### config.mk
export PLATFORM = sky130hd
export DESIGN_NAME = cs_decode_unit
export DESIGN_NICKNAME = d
export VERILOG_FILES = /design/src/rtl/cs_decode_pkg.sv /design/src/rtl/csd_regs.sv /design/src/rtl/csd_window.sv /design/src/rtl/csd_arbiter.sv /design/src/rtl/cs_decode_unit.sv
export SDC_FILE = /design/constraint.sdc
export NUM_CORES = 1
export LEC_CHECK = 0
export BUFFER_PORTS_ARGS = -buffer_cell sky130_fd_sc_hd__buf_2
export CAP_MARGIN = 25
export CORE_MARGIN = 4
export CORE_UTILIZATION = 55
export CTS_BUF_LIST = sky130_fd_sc_hd__clkbuf_16
export CTS_CLUSTER_SIZE = 28
export DETAILED_ROUTE_END_ITERATION = 16
export MAX_ROUTING_LAYER = met4
export PLACE_DENSITY_LB_ADDON = 0.3
export RECOVER_POWER = 100
export SLEW_MARGIN = 30
export SYNTH_ARGS = -nofsm -noshare
export SYNTH_HDL_FRONTEND = slang
export SYNTH_SLANG_ARGS = --single-unit
### constraint.sdc
create_clock -name clk -period 5.4 [get_ports clk]
set_input_delay 0 -clock clk [delete_from_list [all_inputs] [get_ports clk]]
set_output_delay 0 -clock clk [all_outputs]
set_load 0.02 [all_outputs]
### src/rtl/cs_decode_pkg.sv
`timescale 1ns/1ps
package cs_decode_pkg;
  // limit register control bits
  localparam int LIM_EN_BIT = 3;
  localparam int LIM_IO_BIT = 2;
  // fixed window slots ahead of the generic ones
  localparam int SLOT_UPPER = 0;
  localparam int SLOT_LOWER = 1;
  localparam int SLOT_GEN0  = 2;
endpackage

### src/rtl/csd_regs.sv
`timescale 1ns/1ps
module csd_regs #(
  parameter int N_WIN  = 10,
  parameter int N_GEN  = 8,
  parameter int CMP_W  = 10,
  parameter int WS_W   = 4,
  parameter int REG_W  = 16,
  parameter int RA_W   = 5
) (
  input  logic                         clk,
  input  logic                         rst_n,
  input  logic                         reg_we,
  input  logic [RA_W-1:0]              reg_addr,
  input  logic [REG_W-1:0]             reg_wdata,
  output logic [N_WIN-1:0][CMP_W-1:0]  win_lo,
  output logic [N_WIN-1:0][CMP_W-1:0]  win_hi,
  output logic [N_WIN-1:0][WS_W-1:0]   win_ws,
  output logic [N_WIN-1:0]             win_en,
  output logic [N_WIN-1:0]             win_io,
  output logic [N_GEN-1:0]             port_latch
);
  import cs_decode_pkg::*;
  localparam int FIELD_LSB  = REG_W - CMP_W;
  localparam int LATCH_ADDR = 2 * N_WIN;

  for (genvar w = 0; w < N_WIN; w++) begin : g_win
    localparam logic IS_UPPER = (w == SLOT_UPPER);
    logic base_sel, lim_sel;
    assign base_sel = reg_we && (reg_addr == RA_W'(2 * w));
    assign lim_sel  = reg_we && (reg_addr == RA_W'(2 * w + 1));

    always_ff @(posedge clk) begin
      if (!rst_n) begin
        win_lo[w] <= IS_UPPER ? '1 : '0;
        win_ws[w] <= IS_UPPER ? '1 : '0;
        win_hi[w] <= '0;
        win_en[w] <= IS_UPPER;
        win_io[w] <= 1'b0;
      end else begin
        if (base_sel) begin
          win_lo[w] <= reg_wdata[REG_W-1:FIELD_LSB];
          win_ws[w] <= reg_wdata[WS_W-1:0];
        end
        if (lim_sel) begin
          win_hi[w] <= reg_wdata[REG_W-1:FIELD_LSB];
          win_en[w] <= reg_wdata[LIM_EN_BIT];
          win_io[w] <= reg_wdata[LIM_IO_BIT];
        end
      end
    end
  end

  always_ff @(posedge clk) begin
    if (!rst_n)
      port_latch <= '1;
    else if (reg_we && reg_addr == RA_W'(LATCH_ADDR))
      port_latch <= reg_wdata[N_GEN-1:0];
  end

  AST_LATCH_HOLD: assert property (@(posedge clk) disable iff (!rst_n)
    !reg_we |=> $stable(port_latch));
endmodule

### src/rtl/csd_window.sv
`timescale 1ns/1ps
module csd_window #(
  parameter int CMP_W    = 10,
  parameter bit MEM_ONLY = 1'b0
) (
  input  logic [CMP_W-1:0] addr_blk,
  input  logic             is_io,
  input  logic [CMP_W-1:0] lo,
  input  logic [CMP_W-1:0] hi,
  input  logic             en,
  input  logic             io_sel,
  output logic             hit
);
  // limit of zero means one past the last block
  function automatic logic in_range(input logic [CMP_W-1:0] a,
                                    input logic [CMP_W-1:0] b,
                                    input logic [CMP_W-1:0] l);
    logic [CMP_W:0] top;
    top = (l == '0) ? {1'b1, {CMP_W{1'b0}}} : {1'b0, l};
    return ({1'b0, a} >= {1'b0, b}) && ({1'b0, a} < top);
  endfunction

  logic type_ok;
  if (MEM_ONLY) begin : g_mem
    assign type_ok = !is_io;
  end else begin : g_any
    assign type_ok = (io_sel == is_io);
  end

  assign hit = en && type_ok && in_range(addr_blk, lo, hi);
endmodule

### src/rtl/csd_arbiter.sv
`timescale 1ns/1ps
module csd_arbiter #(
  parameter int N_WIN = 10,
  parameter int WS_W  = 4
) (
  input  logic                       active,
  input  logic [N_WIN-1:0]           hit,
  input  logic [N_WIN-1:0][WS_W-1:0] ws,
  output logic [N_WIN-1:0]           grant,
  output logic [WS_W-1:0]            ws_out
);
  always_comb begin
    logic found;
    found  = 1'b0;
    grant  = '0;
    ws_out = '0;
    for (int w = 0; w < N_WIN; w++) begin
      if (active && hit[w] && !found) begin
        grant[w] = 1'b1;
        ws_out   = ws[w];
        found    = 1'b1;
      end
    end
  end
endmodule

### src/rtl/cs_decode_unit.sv
`timescale 1ns/1ps
module cs_decode_unit #(
  parameter int ADDR_W  = 20,
  parameter int CMP_LSB = 10,
  parameter int N_GEN   = 8,
  parameter int WS_W    = 4,
  parameter int REG_W   = 16,
  localparam int N_WIN  = N_GEN + 2,
  localparam int CMP_W  = ADDR_W - CMP_LSB,
  localparam int RA_W   = $clog2(2 * N_WIN + 1)
) (
  input  logic              clk,
  input  logic              rst_n,
  input  logic              reg_we,
  input  logic [RA_W-1:0]   reg_addr,
  input  logic [REG_W-1:0]  reg_wdata,
  input  logic              bus_valid,
  input  logic              bus_io,
  input  logic [ADDR_W-1:0] bus_addr,
  input  logic              hold_ack,
  output logic              ucs_n,
  output logic              lcs_n,
  output logic [N_GEN-1:0]  gcs_n,
  output logic [WS_W-1:0]   wait_states,
  output logic [N_GEN-1:0]  port_rd
);
  import cs_decode_pkg::*;

  logic [N_WIN-1:0][CMP_W-1:0] win_lo, win_hi;
  logic [N_WIN-1:0][WS_W-1:0]  win_ws;
  logic [N_WIN-1:0]            win_en, win_io, win_hit, win_grant;
  logic [N_GEN-1:0]            port_latch, gen_en;
  logic [CMP_W-1:0]            addr_blk;
  logic                        cycle_active;

  assign addr_blk     = bus_addr[ADDR_W-1:CMP_LSB];
  assign cycle_active = bus_valid && !hold_ack;

  csd_regs #(.N_WIN(N_WIN), .N_GEN(N_GEN), .CMP_W(CMP_W), .WS_W(WS_W),
             .REG_W(REG_W), .RA_W(RA_W)) u_regs (
    .clk(clk), .rst_n(rst_n), .reg_we(reg_we), .reg_addr(reg_addr),
    .reg_wdata(reg_wdata), .win_lo(win_lo), .win_hi(win_hi), .win_ws(win_ws),
    .win_en(win_en), .win_io(win_io), .port_latch(port_latch));

  for (genvar w = 0; w < N_WIN; w++) begin : g_cmp
    csd_window #(.CMP_W(CMP_W), .MEM_ONLY(w == SLOT_LOWER)) u_win (
      .addr_blk(addr_blk), .is_io(bus_io), .lo(win_lo[w]), .hi(win_hi[w]),
      .en(win_en[w]), .io_sel(win_io[w]), .hit(win_hit[w]));
  end

  csd_arbiter #(.N_WIN(N_WIN), .WS_W(WS_W)) u_arb (
    .active(cycle_active), .hit(win_hit), .ws(win_ws),
    .grant(win_grant), .ws_out(wait_states));

  assign ucs_n = !win_grant[SLOT_UPPER];
  assign lcs_n = !win_grant[SLOT_LOWER];

  for (genvar g = 0; g < N_GEN; g++) begin : g_pin
    assign gen_en[g] = win_en[SLOT_GEN0 + g];
    assign gcs_n[g]  = gen_en[g] ? !win_grant[SLOT_GEN0 + g] : port_latch[g];
  end

  assign port_rd = gcs_n;

  // chip selects seen at the pins
  logic [N_GEN+1:0] cs_low;
  assign cs_low = {~gcs_n & gen_en, !lcs_n, !ucs_n};

  AST_ONE_SELECT: assert property (@(posedge clk) disable iff (!rst_n)
    $countones(cs_low) <= 1);
  AST_HOLD_QUIET: assert property (@(posedge clk) disable iff (!rst_n)
    hold_ack |-> (cs_low == '0 && wait_states == '0));
  AST_LOWER_MEM: assert property (@(posedge clk) disable iff (!rst_n)
    !lcs_n |-> !bus_io);
  AST_WS_IDLE: assert property (@(posedge clk) disable iff (!rst_n)
    (cs_low == '0) |-> (wait_states == '0));
  AST_PORT_PIN: assert property (@(posedge clk) disable iff (!rst_n)
    (gen_en == '0) |-> (gcs_n == port_latch));
endmodule

## Word-level counts from Yosys, hierarchy flattened

Cells that the tools add are included.

| storage, ports and cells | value |
|---|---|
| flip-flop bits (word level) | 267 |
| output and inout port bits | 22 |
| word-level logic and storage cells | 247 |

| cells by class | value |
|---|---|
| order comparisons | 20 |
| equality and inequality tests | 29 |
| mux-type cells | 46 |
| reductions and logical operators | 102 |

Operator list:

| operator | count |
|---|---|
| less-than comparator 10 x 11 -> 1 bit | 10 |
| two-way mux 11 bit | 10 |
| >= comparator 10 bit | 10 |
| logical NOT 10 bit | 10 |
| logical AND 1 bit | 71 |
| equality test 5 x 4 -> 1 bit, second input constant | 8 |
| two-way mux 4 bit | 10 |
| two-way mux 1 bit | 26 |
| equality test 5 bit, second input constant | 5 |
| equality test 5 x 3 -> 1 bit, second input constant | 4 |
| logical NOT 1 bit | 20 |
| equality test 5 x 2 -> 1 bit, second input constant | 2 |
| equality test 1 bit | 9 |
| equality test 5 x 1 -> 1 bit, second input constant | 1 |
| logical NOT 5 bit | 1 |

## Depth between registers and ports, before layout

Gate-level depths: netlist of run 1.

| depth | value |
|---|---|
| depth in word-level cells | 36 |
| depth in mapped cells | 14 |

## Hierarchy

A second synthesis of run 1 with hierarchy kept.

| unflattened totals | value |
|---|---|
| cell total of the unflattened synthesis | 1768 |
| area total of the unflattened synthesis | 15471.1 um^2 |

Modules (own cells, without submodules):

| module | times used | cells each | area each (um^2) |
|---|---|---|---|
| csd_regs | 1 | 942 | 9769.4 |
| csd_window at g_cmp[0].u_win ... | 4 | 71 | 510.5 |
| csd_window at g_cmp[2].u_win ... | 4 | 72 | 500.5 |
| csd_window at g_cmp[9].u_win | 1 | 70 | 520.5 |
| csd_window at g_cmp[1].u_win | 1 | 70 | 486.7 |
| csd_arbiter | 1 | 87 | 471.7 |
| cs_decode_unit | 1 | 27 | 178.9 |

## Worst setup path before layout of run 1

OpenSTA, ideal clock, no wires.

| path | value |
|---|---|
| path type | reg2out |
| from | reg u_regs.win_lo[27] in the netlist's numbering |
| to | out wait_states[1] |
| arrival time | 2.687 ns |
| data required time | 5.400 ns |
| slack | 2.713 ns |
| stages on the path, launching flop included | 11 |
| path buffers | 1 |
| path through | dfxtp_1 > inv_1 > ha_1 > a2111oi_1 > o211a_1 > a211oi_1 > and2_2 > or4b_1 > clkbuf_1 > a311oi_1 > a221o_1 |

| between the ends | value |
|---|---|
| word-level cells in the longest chain between the ends | 27 |
| elaborated cells between the ends (all ways) | 34 |
| classes of those cells | 1 x order compare; 15 x mux; 18 x reduce/logical |

RTL lines:

| item | line | source |
|---|---|---|
| start: declaration | csd_regs.sv:15 | `output logic [N_WIN-1:0][CMP_W-1:0] win_lo,` |
| start signal: indexed assignment | csd_regs.sv:34 | `win_lo[w] <= IS_UPPER ? '1 : '0;` |
| start signal: indexed assignment | csd_regs.sv:41 | `win_lo[w] <= reg_wdata[REG_W-1:FIELD_LSB];` |
| >= comparator 10 bit (*) | csd_window.sv:20 | `return ({1'b0, a} >= {1'b0, b}) && ({1'b0, a} < top);` |
| logical AND 1 bit (*) | csd_window.sv:20 |  |
| logical AND 1 bit (*) | csd_window.sv:30 | `assign hit = en && type_ok && in_range(addr_blk, lo, hi);` |
| logical AND 1 bit (*) (2 in series) | csd_arbiter.sv:18 | `if (active && hit[w] && !found) begin` |
| two-way mux 1 bit | csd_arbiter.sv:18 |  |
| logical NOT 1 bit | csd_arbiter.sv:18 |  |
| logical AND 1 bit | csd_arbiter.sv:18 |  |
| two-way mux 1 bit | csd_arbiter.sv:18 |  |
| [10 not listed] | -- |  |
| logical AND 1 bit | csd_arbiter.sv:18 |  |
| two-way mux 1 bit | csd_arbiter.sv:18 |  |
| logical NOT 1 bit | csd_arbiter.sv:18 |  |
| logical AND 1 bit | csd_arbiter.sv:18 |  |
| two-way mux 1 bit | csd_arbiter.sv:18 |  |
| logical NOT 1 bit | csd_arbiter.sv:18 |  |
| logical AND 1 bit | csd_arbiter.sv:18 |  |
| two-way mux 4 bit (*) | csd_arbiter.sv:18 |  |
| end: declaration | cs_decode_unit.sv:24 | `output logic [WS_W-1:0] wait_states,` |

Every way passes the cells marked *; elsewhere a longest branch is shown, timed or not.

## Worst setup path in the final report of run 1

| path | value |
|---|---|
| from | reg u_regs.win_hi[18] in the netlist's numbering |
| to | out wait_states[3] |

| between the ends | value |
|---|---|
| word-level cells in the longest chain between the ends | 32 |
| elaborated cells between the ends (all ways) | 40 |
| classes of those cells | 1 x order compare; 18 x mux; 21 x reduce/logical |

RTL lines:

| item | line | source |
|---|---|---|
| start: declaration | csd_regs.sv:16 | `output logic [N_WIN-1:0][CMP_W-1:0] win_hi,` |
| start signal: indexed assignment | csd_regs.sv:45 | `win_hi[w] <= reg_wdata[REG_W-1:FIELD_LSB];` |
| logical NOT 10 bit | csd_window.sv:19 | `top = (l == '0) ? {1'b1, {CMP_W{1'b0}}} : {1'b0, l};` |
| two-way mux 11 bit (*) | csd_window.sv:19 |  |
| less-than comparator 10 x 11 -> 1 bit (*) | csd_window.sv:20 |  |
| logical AND 1 bit (*) | csd_window.sv:20 |  |
| logical AND 1 bit (*) | csd_window.sv:30 |  |
| logical AND 1 bit (*) (2 in series) | csd_arbiter.sv:18 |  |
| two-way mux 1 bit | csd_arbiter.sv:18 |  |
| logical NOT 1 bit | csd_arbiter.sv:18 |  |
| [15 not listed] | -- |  |
| logical AND 1 bit | csd_arbiter.sv:18 |  |
| two-way mux 1 bit | csd_arbiter.sv:18 |  |
| logical NOT 1 bit | csd_arbiter.sv:18 |  |
| logical AND 1 bit | csd_arbiter.sv:18 |  |
| two-way mux 1 bit | csd_arbiter.sv:18 |  |
| logical NOT 1 bit | csd_arbiter.sv:18 |  |
| logical AND 1 bit | csd_arbiter.sv:18 |  |
| two-way mux 4 bit (*) | csd_arbiter.sv:18 |  |

Marked as above.

==> flow_results.org, run 1 <==
** Status
- The flow ran to the end, but the final reports show violations.
- The final reports fail on max-capacitance violations, max-slew violations.

** STA
- For the final routed database, the setup TNS stands at 0 ns.
- Worst slew margin relative to its limit :: -183%
- After layout, the minimum clock period comes to ~4.4 ns.
- For the pin with the worst max-slew slack, the measured transition is 4.25 ns.
- The hold violation total from the final report came to 0.
- Number of slew-limit violations in the final report :: around 220
- Maximum clock skew at final layout :: 0 ns
- Number of endpoints failing setup at the final stage :: 0
- Setup repair after global routing missed its margin :: no
- Period utilization :: between 80% and 90%
- Derived from the worst setup path, the maximum achievable clock frequency is between 200 and 250 MHz.

** Place
- In this run, placement finished with an instance count of ~2300.
- HPWL after DPL :: approximately 28000 um
- At the end of routability-driven placement, the weighted congestion stood at 0.929.
- IO Port Bufs :: 58

** Clock network
- In this run the post-CTS setup repair buffer count came out at 0.
- Total clock buffers created by CTS :: 31
- CTS tree :: done
- The tree is rooted in a sky130_fd_sc_hd__clkbuf_16.
- Post-CTS clock slew at the launch and capture registers of the worst setup and hold paths :: 0.06 ns
- Longest Clk Path Bufs :: 3
- # H-tree levels :: 1
- The clock net in this run drives a total of about 270 sinks.
- The clock reaches the later pin of the worst-skew pair after around 0.57 ns.

** Final layout
- Most common cell after layout, fill and taps aside :: sky130_fd_sc_hd__nand2_1
- Area taken by flip-flops and latches :: between 5000 and 6000 um2
- Layout cell share with drive strength beyond 1 :: 5.59%
- Commonest non-fill, non-tap cells in the layout :: sky130_fd_sc_hd__nand2_1, sky130_fd_sc_hd__dfxtp_1, sky130_fd_sc_hd__inv_1, sky130_fd_sc_hd__ha_1, sky130_fd_sc_hd__a21boi_0
- Net count of the finished layout :: around 2200
- Final instance count without filler cells :: about 2300
- From synthesis to final layout, the design area changed by 8.83%.
- Counting the fill cells in the layout gives 2461.
- Multi-input logic area :: 9230 um2

** Floorplan
- Overall die height :: between 150 and 200 um
- The floorplan has 61 rows.
- Total die area :: about 31000 um2
- DIE WIDTH :: 177 um
- 69 I/O pins were placed.
- For this configuration, the core starts out at a cell density of a little under three fifths.
- The total area inside the core boundary comes to 28000 um2.

** Route
- Routed wire length per instance :: around 19 um
- In the routed design, unresolved DRC markers number 0.
- Final routed wirelength across all metal layers :: approximately 44000 um
- The first detailed-routing pass took 5 iterations.
- Number of nets with antenna violations after detailed routing :: 0
- Dividing the detail-routed via count by the number of cells gives between 5 and 6.
- For this block, the initial DRC count from the detailed router was approximately 1100.
- The final route contains about 13000 vias.

** Global route
- Global routing used between 3 and 4% of the available met3 tracks.
- Global routing finished with a remaining overflow of 0.
- The number of global-route vias before repair came to 13012.
- Most crowded layer after global routing :: met2
- Maximum number of pins on one net before global-route repair :: around 120
- Wire length of the first global-routing pass :: 68700 um
- Combined global-route utilization of all metal layers :: 28.4%
- In the global route stage, met1 resource usage came out at a little under two fifths.
- Number of antenna violations at the first check in global routing :: 2
- In the global route stage, met2 resource usage came out at about 46%.

** Worst setup path
- STA classifies the critical path startpoint as a flip-flop.
- The worst setup path is of the reg2out kind.
- Largest fanout of any net on the critical path :: 10
- STA classifies the critical path endpoint as an output pin.
- Arrival time of data at the critical path endpoint :: ~4.4 ns
- Required time of the critical path :: about 5.4 ns

** Logic synthesis
- By area the synthesized netlist is led by sky130_fd_sc_hd__dfxtp_1, sky130_fd_sc_hd__ha_1, sky130_fd_sc_hd__nand2_1, sky130_fd_sc_hd__a21boi_0, sky130_fd_sc_hd__mux2i_1.
- In this run the mean area of a mapped cell was 8.10 um2.
- Sequential share of the synthesized area :: roughly a third
- Number of distinct standard cells referenced by the synthesized netlist :: 73
- Of all flip-flops after synthesis, the portion carrying an async set or reset was 0%.
- Yosys mapped a number of flops with a built-in enable equal to 0.
- In this run the cell area of the synthesized design comes to about 16000 um2.
- Post-synthesis cell type with the largest combined area :: sky130_fd_sc_hd__dfxtp_1
- Counting every instance in the synthesized netlist gives 1942.
- When the netlist entered floorplanning its net count stood at around 2200.
- In this run the biggest area consumer among cell types represents around a third of the synthesized area.
- The most used flip-flop cell after synthesis is sky130_fd_sc_hd__dfxtp_1.
- Number of storage elements in the synthesis netlist :: between 200 and 300
- YS warnings :: 0

** Hold path
- Worst min-delay path class :: in2reg

** Power and ir drop
- Power per standard cell area :: ~250 nW/um2
- Worst IR drop on VDD :: just under 0.3 mV
- Static leakage :: roughly 6.6 nW

** Job
- Max-cap violations in this run came to 2.
## layer usage
layer | part of all wire [%] | vias up
li1 | - | 6562
met1 | 45 | 6339
met2 | 45 | 396
met3 | 6.1 | 106
met4 | 3.9 | 0
met5 | 0 | -
## where the power goes
part	internal, mW	switching [mW]	total (mW)	leakage, nW
clock	1.08	0.837	1.92	0.473
combinational	0.158	0.274	0.432	4.00
sequential	1.99	0.00898	1.99	2.15
total	3.22	1.12	4.34	6.63
## through the flow
step                power (mW)  utilization, %  area, um2  setup slack (ns)  hold slack [ns]
global route              4.50            61.1      17100             0.738           0.0257
CTS                       4.36            61.3      17200              1.47          0.00800
finish                    4.34            61.1      17100             0.996           0.0320
global placement          2.44            57.7      16200              1.76            0.247
floorplan                 2.29               -      15700              2.71            0.124
detailed placement        2.45            57.7      16200              1.72            0.253
## layout make-up
cell class,instances,area share (%)
Multi-Input combinational cell,1378,53.9
Timing Repair Buffer,80,2.65
Tap cell,378,2.76
Clock buffer,31,4.53
Antenna cell,2,0.0292
Clock inverter,23,0.782
Inverter,190,4.16
Sequential cell,267,31.2
## path summary, 6_finish.rpt
kind                          start           endpoint  slack [ns]  cells past startpoint
setup / recovery  u_regs.win_hi[18]     wait_states[3]         1.0                     12
hold / removal         reg_wdata[7]  u_regs.win_hi[11]        0.03                      3
setup reg to reg  u_regs.win_lo[15]  u_regs.win_lo[15]        4.24                      3
hold reg to reg   u_regs.win_ws[10]  u_regs.win_ws[10]        0.46                      2
## cell families after synthesis
family          share of synthesized area (%)
simple gates                             20.9
compound gates                           17.2
buf+inv                                  7.42
flops                                    34.0
fa+ha+maj                                15.1
mux                                      4.90
xor+xnor                                0.501
## state kept, by name (all words and copies together), names as in the netlist
name,flops
u_regs.port_latch,8
u_regs.win_en,10
u_regs.win_hi,100
u_regs.win_io,9
u_regs.win_ws,40
u_regs.win_lo,100
## worst max-delay path: stages (launching register included)
cell                        delay [ns]
sky130_fd_sc_hd__dfxtp_1          0.33
sky130_fd_sc_hd__inv_1            0.06
sky130_fd_sc_hd__ha_1             0.31
sky130_fd_sc_hd__nand4_1          0.12
sky130_fd_sc_hd__nor2_1           0.12
sky130_fd_sc_hd__o2bb2ai_1        0.13
sky130_fd_sc_hd__o221ai_1         0.32
sky130_fd_sc_hd__a22oi_1          0.64
sky130_fd_sc_hd__and2_0           0.51
sky130_fd_sc_hd__nand2_1          0.21
sky130_fd_sc_hd__nor4_2           0.54
sky130_fd_sc_hd__a221o_1          0.30
sky130_fd_sc_hd__clkbuf_1         0.25
## repair_timing
item                                   4_1_cts  5_1_grt
endpoints found under the hold margin      106        0
gates resized for setup                      0        0
hold buffers                                 9        0
## Yosys cell counts, types with 4 or more instances
master and count:
sky130_fd_sc_hd__nand2b_1 12, sky130_fd_sc_hd__inv_1 190, sky130_fd_sc_hd__o21ai_0 43, sky130_fd_sc_hd__nor2_1 54
sky130_fd_sc_hd__a31oi_1 7, sky130_fd_sc_hd__o2111ai_1 4, sky130_fd_sc_hd__nand4_1 23, sky130_fd_sc_hd__a221o_1 4
sky130_fd_sc_hd__a21o_1 11, sky130_fd_sc_hd__mux2i_1 77, sky130_fd_sc_hd__nand3_1 34, sky130_fd_sc_hd__a21boi_0 169
sky130_fd_sc_hd__nand2_1 430, sky130_fd_sc_hd__buf_1 7, sky130_fd_sc_hd__and2_1 5, sky130_fd_sc_hd__nor3_1 12
sky130_fd_sc_hd__nor2b_1 91, sky130_fd_sc_hd__ha_1 190, sky130_fd_sc_hd__clkbuf_1 86, sky130_fd_sc_hd__o31ai_1 4
sky130_fd_sc_hd__and3_1 10, sky130_fd_sc_hd__a41oi_1 4, sky130_fd_sc_hd__dfxtp_1 267, sky130_fd_sc_hd__xnor2_1 9
sky130_fd_sc_hd__o21a_1 10, sky130_fd_sc_hd__a21oi_1 60, sky130_fd_sc_hd__a311oi_1 4, sky130_fd_sc_hd__o211ai_1 17
sky130_fd_sc_hd__nor4_1 20, sky130_fd_sc_hd__buf_4 9, sky130_fd_sc_hd__a211oi_1 13
(Power assumes the default switching activity.)
==> inputs of run 2 (changes only) <==
ABC_AREA = 1   (was not set)
clock period = 3.62 ns   (was 5.4 ns; I/O delays follow)
==> flow_results.org, run 2 <==
** Worst setup path
- The most numerous cell type found on the critical path is sky130_fd_sc_hd__nand2_1.
- The worst setup path is captured at an output pin.
- In this run the register-to-register setup slack is between 2 and 3 ns.
- Arrival time of data at the critical path endpoint :: approximately 3.3 ns
- On the worst path, the slowest cell contributes a delay of ~0.32 ns.
- Among all stages on the critical path, the largest delay is contributed by sky130_fd_sc_hd__nor3_1.
- Cell family contributing the most delay on the critical path :: simple AND/OR/NAND/NOR gates
- Along the worst path, the maximum fanout reaches 13.
- Required time of the critical path :: 3.62 ns
- Capture point of the worst reg-to-reg path :: u_regs.win_io[0]
- Buffers and inverters on the worst path :: 5
- Launching element type of the critical path :: flip-flop
- Worst reg2reg path startpoint :: u_regs.win_io[0]
- The worst register-to-register path has a depth of 2.
- Critical path class :: reg2out
- Cell breakdown of the critical path :: inv_1, ha_1, nand2_1, inv_1, nand2_1, nand2_1, nand2_1, nand3_1, nand2_1, inv_2, nand3_4, nand2_1, nor2_2, nand4_2, nor3_1, nand2_1, o21ai_0, inv_1, clkbuf_2

** Clock network
- TritonCTS built the clock tree.
- Counting the buffers created by CTS gives 30.
- In this run the number of H-tree levels came out at 1.
- In this run, post-CTS repair resized a total of 0 instances.
- Clock tree synthesis selected as its root buffer the cell sky130_fd_sc_hd__clkbuf_16.
- For the worst-skew pair, the clock arrives at the later sink with an insertion delay of approximately 0.56 ns.
- Once the clock tree was built, the setup fixing pass inserted 0 buffers.
- The clock passes through at most 3 buffers.
- Post-CTS clock slew at the launch and capture registers of the worst setup and hold paths :: approximately 0.060 ns
- Sink count of the clock tree :: ~270

** Global route
- Number of antenna violations at the first check in global routing :: 0
- For this run the aggregate overflow at the end of global routing stands at 0.
- The first global-routing pass estimated 67300 um of wire.
- The number of global-route vias before repair is approximately 13000.
- Combined global-route utilization of all metal layers :: between 20% and 30%
- Maximum number of pins on one net before global-route repair :: between 100 and 150

** Final layout
- Layout cell share with drive strength beyond 1 :: roughly 6.8%
- In the layout the commonest cells are sky130_fd_sc_hd__a21oi_1, sky130_fd_sc_hd__nand2_1, sky130_fd_sc_hd__inv_1, sky130_fd_sc_hd__dfxtp_1, sky130_fd_sc_hd__o21ai_0.
- Largest registers :: u_regs.win_hi x100, u_regs.win_lo x100, u_regs.win_ws x40
- Compared with the post-synthesis result, the final layout area differs by 9.75%.
- The library cell used most frequently in the layout, excluding fill and tap cells, is sky130_fd_sc_hd__a21oi_1.
- The final layout contains 2323 nets.

** Route
- DRC violations left :: 0
- Iter 0 DRT Violations :: ~1400
- Dividing the detail-routed via count by the number of cells gives between 5 and 6.
- After detailed routing, the average wire length per cell comes to between 15 and 20 um.
- The first TritonRoute pass finished after 6 iterations.
- Number of nets with antenna violations after detailed routing :: 0
- Final routed wirelength across all metal layers :: ~43000 um
- Across all layers, the routed design uses about 14000 vias.

** Place
- IO Port Bufs :: between 50 and 60
- The congestion estimate from routability-driven global placement came to ~0.95.
- HPWL after DPL :: roughly 29000 um

** Floorplan
- DIE WIDTH :: approximately 170 um
- Std-Cell Rows :: 60
- Ports :: 69
- In this run the vertical extent of the chip is 174 um.
- Initial standard-cell utilization of the core :: approximately 56%
- Floorplan Core Area :: roughly 27000 um2
- Total die area :: a little over 30000 um2

** Logic synthesis
- After synthesis, the most frequently instantiated cells are sky130_fd_sc_hd__a21oi_1, sky130_fd_sc_hd__nand2_1, sky130_fd_sc_hd__dfxtp_1.
- Sequential cells were found to cover around a third of the synthesized design area.
- Leading cell type by number of instances after synthesis :: sky130_fd_sc_hd__a21oi_1
- Share of the synthesized area in the top cell type :: between 30% and 40%
- Mapped Cells :: about 2100
- YS warnings :: 0
- After synthesis the netlist holds a flip-flop and latch count of 267.
- Of all flip-flops after synthesis, the portion carrying an async set or reset was 0%.
- Post-Syn Nets :: 2302
- The number of different library cells used by synthesis comes to 43.
- Synth Flop Type :: sky130_fd_sc_hd__dfxtp_1
- The synthesized design contains 0 enable-type register cells.
- Summing every instance area after synthesis gives 15200 um2.
- Each instance of the synthesized netlist takes up on average ~7.3 um2.
- Largest cells by area after synthesis :: sky130_fd_sc_hd__dfxtp_1, sky130_fd_sc_hd__ha_1, sky130_fd_sc_hd__a21oi_1, sky130_fd_sc_hd__o21ai_0, sky130_fd_sc_hd__nand2_1
- Post-synthesis cell type with the largest combined area :: sky130_fd_sc_hd__dfxtp_1

** STA
- The hold violation total from the final report was 0.
- Period utilization :: approximately 90%
- Setup TNS :: 0 ns
- Worst slew margin relative to its limit :: 29.4%
- For this run, the top clock speed supported by timing is about 300 MHz.
- The final number of max-transition violations came to 0.
- Maximum clock skew at final layout :: 0 ns
- Number of endpoints failing setup at the final stage :: 0
- Setup repair after global routing left no endpoint under its margin.
- Actual transition at the worst max-transition pin :: ~1.1 ns
- Counting I/O delays and the setup requirement, the final critical path takes about 3.3 ns.

** Power and ir drop
- Total Power :: approximately 6.6 mW
- Worst IR drop on VDD :: ~0.35 mV
- Static leakage :: roughly 7.0 nW
- Power per standard cell area :: 395 nW/um2

** Hold path
- Worst-case hold path end point :: u_regs.port_latch[7]
- The worst hold path belongs to the class in2reg.
- Hold Crit Depth :: 3
- The worst hold path begins at reg_wdata[7].

** Job
- Across the run, the number of max-cap violations was 0.

** Status
- The flow ran to the end, and the final reports show no timing, DRC or antenna violations.
## run 2: cell count changes in the layout (fill, tap and decap cells not counted), sizes merged, moves of 17 or more
cell    delta
nor2b     -91
mux2i     -77
a21boi   -169
inv       +88
nand3     +82
o21ai    +177
nor4      -17
nor2      +93
nand4     +23
a21oi    +254
nand2    -148
## run 2: cell families after synthesis
kind of cell / after synthesis / synth area share [%]
xor+xnor: 9 / 0.569
compound gates: 575 / 19.6
buf+inv: 393 / 10.2
flops: 267 / 35.3
simple gates: 631 / 18.7
fa+ha+maj: 190 / 15.7
## run 2: area by class of cell
| cell class | count | area (um2) |
|---|---|---|
| clock buffers | 31 | 776 |
| diodes | 1 | 2.50 |
| fillers | 2466 | 10400 |
| flip-flops and latches | 267 | 5350 |
| repair buffers | 103 | 652 |
| well taps | 341 | 427 |
| multi-input cells | 1405 | 8270 |
| clock inverters | 23 | 119 |
| inverters | 279 | 1050 |
## run 2: metal layers
| metal | part of all wire [%] | GRT usage, % |
|---|---|---|
| met5 | 0 | - |
| met4 | 3.3 | 9.57 |
| met3 | 8.2 | 4.13 |
| met2 | 45 | 44.5 |
| met1 | 43 | 37.3 |
## run 2: timing repair
item                       in CTS  in global routing
setup endpoints to repair       0                  0
hold buffers                   16                  0
hold endpoints to repair       91                  0
## run 2: worst reg2reg max path, stage by stage, from the launching register on
cell and delay [ns]:
sky130_fd_sc_hd__dfxtp_1 0.38, sky130_fd_sc_hd__nand2_1 0.08, sky130_fd_sc_hd__a21oi_1 0.17
## run 2: how the worst max path moves through the flow
stage,startpoint,end,cells past startpoint
floorplan,u_regs.win_hi[24],port_rd[5],15
global placement,bus_addr[19],port_rd[7],16
detailed placement,bus_addr[10],port_rd[7],20
CTS,u_regs.win_lo[5],port_rd[7],19
global route,u_regs.win_lo[5],wait_states[3],18
finish,u_regs.win_lo[5],gcs_n[7],19
## run 2: per-stage QoR
| step | instance area [um2] | util (%) | std cells | setup WS [ns] | hold WS, ns |
|---|---|---|---|---|---|
| floorplan | 15200 | - | 2065 | 1.36 | 0.126 |
| global placement | 15600 | 57.9 | 2379 | 0.811 | 0.246 |
| detailed placement | 15600 | 57.9 | 2379 | 0.794 | 0.250 |
| CTS | 16700 | 61.8 | 2449 | 0.289 | 0.00315 |
| global route | 16600 | 61.6 | 2449 | 0.0209 | 0.0468 |
| finish | 16600 | 61.6 | 2450 | 0.277 | 0.0457 |
## run 2: where the power goes
group / total (mW) / internal (mW) / switching [mW]
logic: 0.768 / 0.248 / 0.520
clock network: 2.82 / 1.60 / 1.23
registers: 2.99 / 2.97 / 0.0128
total: 6.58 / 4.82 / 1.76
